--- src/rtl/cfb_dma_pacer.sv ---
module cfb_dma_pacer #(
  parameter int CNT_W = 8,
  parameter int BLK_BYTES = 16
) (
  input  logic             clk,
  input  logic             rst_n,
  input  logic             mode_en,
  input  logic [1:0]       op_code,
  input  logic             cnt_wr,
  input  logic [CNT_W-1:0] cnt_val,
  input  logic             key_wr,
  output logic             key_load,
  input  logic             core_done,
  output logic             core_start,
  input  logic             xin_wr,
  input  logic             xin_half,
  input  logic             dout_rd,
  input  logic             dout_half,
  input  logic             din_wr,
  input  logic             din_half,
  output logic [2:0]       trig,
  output logic [CNT_W-1:0] blocks_left
);
  localparam int BW = $clog2(BLK_BYTES + 2);

  typedef enum logic [2:0] {S_IDLE, S_WAIT, S_XIN, S_OUT, S_DIN} st_t;

  st_t              st;
  logic             dec_q;
  logic [CNT_W-1:0] cnt_q;
  logic [BW-1:0]    bytes_q;
  logic [2:0]       trig_q;
  logic             start_q;

  logic          hit, hit_half, phase_done, last_phase;
  logic [BW-1:0] bytes_nx;
  logic [2:0]    own_bit;

  assign hit = (st == S_XIN && xin_wr) || (st == S_OUT && dout_rd) ||
               (st == S_DIN && din_wr);
  assign hit_half = (st == S_XIN) ? xin_half :
                    (st == S_OUT) ? dout_half : din_half;
  assign bytes_nx   = bytes_q + (hit_half ? BW'(2) : BW'(1));
  assign phase_done = hit && (bytes_nx >= BW'(BLK_BYTES));
  assign last_phase = (st == S_DIN) || (st == S_OUT && !dec_q);
  assign own_bit    = (st == S_XIN) ? 3'b001 :
                      (st == S_OUT) ? 3'b010 : 3'b100;

  assign trig        = trig_q;
  assign core_start  = start_q;
  assign blocks_left = cnt_q;
  assign key_load    = key_wr && (cnt_q == '0);

  always_ff @(posedge clk or negedge rst_n) begin
    if (!rst_n) begin
      st      <= S_IDLE;
      dec_q   <= 1'b0;
      cnt_q   <= '0;
      bytes_q <= '0;
      trig_q  <= '0;
      start_q <= 1'b0;
    end else if (!mode_en) begin
      st      <= S_IDLE;
      cnt_q   <= '0;
      bytes_q <= '0;
      trig_q  <= '0;
      start_q <= 1'b0;
    end else begin
      trig_q  <= '0;
      start_q <= 1'b0;
      case (st)
        S_IDLE: if (cnt_wr && cnt_val != '0) begin
          cnt_q <= cnt_val;
          dec_q <= op_code[0];
          st    <= S_WAIT;
        end
        S_WAIT: if (core_done) begin
          st      <= S_XIN;
          bytes_q <= '0;
          trig_q  <= 3'b001;
        end
        default: if (hit) begin
          if (!phase_done) begin
            bytes_q <= bytes_nx;
            trig_q  <= own_bit;
          end else begin
            bytes_q <= '0;
            if (last_phase) begin
              cnt_q <= cnt_q - 1'b1;
              if (cnt_q == CNT_W'(1)) st <= S_IDLE;
              else begin
                st      <= S_WAIT;
                start_q <= 1'b1;
              end
            end else if (st == S_XIN) begin
              st     <= S_OUT;
              trig_q <= 3'b010;
            end else begin
              st     <= S_DIN;
              trig_q <= 3'b100;
            end
          end
        end
      endcase
    end
  end

  assert_off_quiet_R1: assert property (@(posedge clk) disable iff (!rst_n)
    !mode_en |=> trig == 3'b000);
  assert_no_enc_din_R5: assert property (@(posedge clk) disable iff (!rst_n)
    trig[2] |-> dec_q);
  assert_bytes_bound_R6: assert property (@(posedge clk) disable iff (!rst_n)
    bytes_q < BW'(BLK_BYTES));
  assert_start_decrements_R8: assert property (@(posedge clk) disable iff (!rst_n)
    core_start |-> (blocks_left == $past(blocks_left) - 1'b1) && blocks_left != '0);
  assert_one_trig_R12: assert property (@(posedge clk) disable iff (!rst_n)
    $onehot0(trig));
endmodule

--- config.mk ---
export PLATFORM = sky130hd
export DESIGN_NAME = cfb_dma_pacer
export DESIGN_NICKNAME = d
export VERILOG_FILES = /design/src/rtl/cfb_dma_pacer.sv
export SDC_FILE = /design/constraint.sdc
export NUM_CORES = 1
export LEC_CHECK = 0
export ABC_AREA = 1
export CAP_MARGIN = 10
export CORE_UTILIZATION = 40
export CTS_CLUSTER_DIAMETER = 60
export DETAILED_ROUTE_END_ITERATION = 16
export GPL_ROUTABILITY_DRIVEN = 0
export PLACE_DENSITY = 0.7
export SLEW_MARGIN = 10
export SYNTH_ARGS = -nofsm -noshare
export SYNTH_HDL_FRONTEND = slang
export SYNTH_SLANG_ARGS = --single-unit
--- constraint.sdc ---
create_clock -name clk -period 2.9 [get_ports clk]
set_clock_uncertainty 0.15 [all_clocks]
set_input_delay 0.58 -clock clk [delete_from_list [all_inputs] [get_ports clk]]
set_output_delay 0.58 -clock clk [all_outputs]
set_load 0.01 [all_outputs]
## Word-level counts from Yosys, hierarchy flattened

Cells that the tools add are included.

| cells by class | value |
|---|---|
| mux-type cells | 38 |
| equal/unequal tests | 15 |
| add/subtract/negate cells | 2 |
| $lt $le $gt $ge | 1 |
| reduce and logical (&&, ||, !) cells | 19 |

Operators with widths:

| operator | number |
|---|---|
| 2-to-1 mux 3 bit | 14 |
| 2-to-1 mux 8 bit | 5 |
| 2-to-1 mux 5 bit | 4 |
| case mux 8 bit (2 select lines) | 1 |
| != test 3 x 1 -> 1 bit, second input constant | 4 |
| case mux 3 bit (2 select lines) | 2 |
| 2-to-1 mux 1 bit | 10 |
| case mux 5 bit (2 select lines) | 1 |
| equality test 8 x 1 -> 1 bit, second input constant | 1 |
| logical NOT 8 bit | 1 |
| != test 4 x 1 -> 1 bit, second input constant | 2 |
| nonzero test 8 bit | 1 |
| subtractor 8 x 1 -> 8 bit, second input constant | 1 |
| logical AND 1 bit | 7 |
| equality test 3 x 2 -> 1 bit, second input constant | 2 |
| != test 3 bit, second input constant | 2 |
| AND reduction 3 bit | 2 |
| adder 5 x 2 -> 5 bit | 1 |
| >= comparator 5 bit, second input constant | 1 |
| AND reduction 5 bit | 1 |
| != test 2 bit, second input constant | 2 |
| AND reduction 4 bit | 1 |
| equality test 3 x 1 -> 1 bit, second input constant | 1 |
| equality test 3 bit, second input constant | 1 |
| 5 further kinds | 7 |

| storage, ports and cells | value |
|---|---|
| register bits after elaboration | 21 |
| word-level logic and storage cells | 81 |

## Longest topological paths before layout

| logic depth | value |
|---|---|
| word-level depth | 11 |
| gate-level depth with buffers | 16 |
| depth with buffers taken out | 16 |

## Worst setup path before layout

No wires, ideal clock.

| path | value |
|---|---|
| path kind | input port to flip-flop |
| start point | in xin_half |
| end point | reg cnt_q[6] (netlist: blocks_left[6]) |
| library setup time | 0.117 ns |
| arrival time | 1.915 ns |
| cell stages on the path | 14 |
| slack | 0.718 ns |
| path buffers | 0 |
| cell sequence | inv_1 nand4_1 nand3_1 xor2_1 inv_1 ha_1 inv_1 nand2_2 nand3_2 nand3_4 nand2_8 nand2_8 nand2_2 nand2_1 |

| on the way | value |
|---|---|
| word-level cells in the longest chain between the ends | 7 |

RTL lines:

| element | RTL line | source |
|---|---|---|
| from (decl) | 16 | `input logic xin_half,` |
| 2-to-1 mux 1 bit | 41 | `assign hit_half = (st == S_XIN) ? xin_half :` |
| 2-to-1 mux 2 bit | 43 | `assign bytes_nx = bytes_q + (hit_half ? BW'(2) : BW'(1));` |
| adder 5 x 2 -> 5 bit | 43 |  |
| >= comparator 5 bit | 44 | `assign phase_done = hit && (bytes_nx >= BW'(BLK_BYTES));` |
| logical AND 1 bit | 44 |  |
| != test 3 x 1 -> 1 bit (no line) | -- |  |
| AND reduction 5 bit (no line) | -- |  |
| to (signal assigned) | 73 | `cnt_q <= cnt_val;` |
| to (signal assigned) | 89 | `cnt_q <= cnt_q - 1'b1;` |
| to (decl) | 30 | `logic [CNT_W-1:0] cnt_q;` |

No other way between the ends.
A chain may end at the register's enable or synchronous reset.

## Worst setup path in the final report

| path | value |
|---|---|
| start point | reg cnt_q[0] (netlist: blocks_left[0]) |
| end point | out key_load |

| on the way | value |
|---|---|
| word-level cells in the longest chain between the ends | 2 |

RTL lines:

| element | RTL line | source |
|---|---|---|
| logical NOT 8 bit | 52 | `assign key_load = key_wr && (cnt_q == '0);` |
| logical AND 1 bit | 52 |  |
| to (decl) | 12 | `output logic key_load,` |

No other way between the ends.

==> metrics.cfg <==
[outcome]
status = finished clean

[timing]
rsz0062_at_grt = no
postLayoutSetupSlackWorst_ns = 0.381
fin_crit_sh_pct = 86.9
maxSlewViolCount = 0
period_needed_ns = 2.52
timing.setup.tns_ns = 0
hold_viol = 0
worst_pin_slew_ns = 0.589
relSlewSlack_pct = 60.3
fmaxAchievable_mhz = 397
setup_viol = 0

[floorplan]
fp.dieH_um = 63.6
io_pins = 35
initial_core_util_pct = 41.4
die_x_um = 63.6
rows = 22
dieArea_um2 = 4040
core-area_um2 = 3660

[final_layout]
antennaDiodeCount = 0
final_cells = 294
final_cell_mix = 50 x nand2_1, 33 x clkdlybuf4s50_1, 26 x inv_1
area_growth_pct = 29.8
drive_gt1_share_pct = 15.0
final_core_util_pct = 53.8
layout_commonest_cell = nand2_1
final_nets = 272

[critical_path]
cp-endpoint = key_load
end_kind = output port
crit_required_ns = 2.17
rr_endpoint = st[1]$_DFFE_PN0P_
r2r-start = st[1]$_DFFE_PN0P_
rr_worst_depth = 15
worstSetupStartpointType = flop
setup.worst_path.start = blocks_left[0]$_DFFE_PN0P_
crit_arrival_ns = 1.79
crit_path_max_fanout = 5
r2r_setup_slack_ns = 0.49
critPathKind = reg -> out

[place]
dp_hpwl_um = 2790
io_buffer_count = 33
dp.cells = 290
pre_cts_slack_ns = 0.0894

[clocking]
cts_tree = built
cts_num_sinks = 21
numCtsBuffers = 3
holdBufCountCts = 0
clkLatencyLatePin_ns = 0.27
cts_buffer_depth = 2
htreeDepth = 1
cts_resized = 0
clockRootBuffer = clkbuf_8
path_clk_slew_ns = 0.08
postCtsSetupRepairBufs = 0

[synthesis]
ys.flop_type = dfrtp_1
synth.distinct_cells = 30
ys_ff_latch = 21
syn_avg_cell_area_um2 = 7.33
async_flop_share_pct = 100
syn-instance-count = 207
synth_warnings = 0
synthesis.nets = 232
synth-seq-area-share_pct = 34.7
syn_area_um2 = 1520
synth_edf_count = 0

[routing]
routed_wl_um = 3610
first_pass_iters = 4
vias = 1428
wl_per_cell_um = 12.3
viasPerCell = 4.86
drtAntennaViolNets = 0
drc_errors = 0
drt_iter0_drc = 66

[pwr]
cellPowerDensity_nw_per_um2 = 886
power.total_mw = 1.74
leakage_nw = 0.958
ir_drop_v = 0.000274

[grt]
antenna_found_initial = 0
overflow = 0
grt_max_degree = 22
grt_pass1_vias = 1360
grt_pass1_wl_um = 6280
track_usage_pct = 20.0

[min_path]
hold_class = reg -> reg

[flow_run]
maxCapViolCount = 0

==> cells in the mapped netlist (2+ instances only) <==
master	count	area (um^2)
o21ai_1	2	10.0
xor2_1	2	17.5
inv_2	5	18.8
nand2_8	2	40.0
nand3_1	19	95.1
ha_1	3	37.5
o22ai_1	4	25.0
dfrtp_1	21	526
o21ai_0	7	35.0
a21oi_1	6	30.0
inv_1	26	97.6
nand2_1	50	188
nor3_1	5	25.0
xnor2_1	5	43.8
nor2_1	17	63.8
nand4_1	5	31.3
nand2_2	15	93.8
==> stage by stage <==
stage	hold slack (ns)	instance area, um^2
final	0.400	1970
after global routing	0.429	1970
after CTS	0.410	1970
after detailed placement	0.389	1920
after global placement	0.373	1920
after floorplan	0.134	1520
==> where the power goes <==
| part | switching, mW | internal [mW] |
|---|---|---|
| clock | 0.110 | 0.0963 |
| combinational | 0.622 | 0.424 |
| sequential | 0.111 | 0.381 |
| total | 0.843 | 0.901 |
==> sequential cells by signal, summed over array words and instances (netlist names) <==
register	flops
blocks_left	8
bytes_q	5
st	3
trig	3
core_start	1
dec_q	1
==> cell type report <==
class,count,area [um^2]
fill,378,1690
multi-input combinational,154,871
sequential,21,526
timing repair buffer,35,345
inverter,32,120
tap,48,60.1
clock buffer,3,41.3
clock inverter,1,5.00
==> per-layer routing <==
metal  vias up  wire (um)  GRT usage, %  share of wire, %
met1       643       1750          26.2                48
li1        751          -             -                 -
met3         5        123          2.36               3.4
met4         0         63          7.67               1.7
met2        29       1680          33.2                46
met5         -          0             0                 0
==> worst min path at each step <==
stage                               start                    endpoint  slack [ns]  cells after the start
6_report       blocks_left[1]$_DFFE_PN0P_  blocks_left[1]$_DFFE_PN0P_        0.40                      2
3_3_place_gp   blocks_left[1]$_DFFE_PN0P_  blocks_left[1]$_DFFE_PN0P_        0.37                      2
4_1_cts            bytes_q[3]$_DFFE_PN0P_      bytes_q[3]$_DFFE_PN0P_        0.41                      2
3_5_place_dp   blocks_left[1]$_DFFE_PN0P_  blocks_left[1]$_DFFE_PN0P_        0.39                      2
2_1_floorplan                       rst_n  blocks_left[0]$_DFFE_PN0P_        0.13                      0
5_1_grt            bytes_q[4]$_DFFE_PN0P_      bytes_q[4]$_DFFE_PN0P_        0.43                      2
==> worst max-delay path, stage by stage (launching register included) <==
cell	delay, ns
dfrtp_1	0.44
inv_1	0.11
ha_1	0.22
nand2_1	0.09
nor2_1	0.11
clkdlybuf4s50_1	0.54
==> logic make-up (layout without fill, tap and decap cells) <==
logic type | Yosys count | after routing | share of synthesized area [%]
XOR/XNOR | 7 | 7 | 4.04
AO/OA/AOI/OAI | 24 | 24 | 10.1
AND/OR/NAND/NOR | 120 | 120 | 40.8
buffers and inverters | 32 | 71 | 7.92
flip-flops | 21 | 21 | 34.7
adder cells (fa/ha/maj) | 3 | 3 | 2.48
No activity file was read; power rests on OpenSTA's default activity.
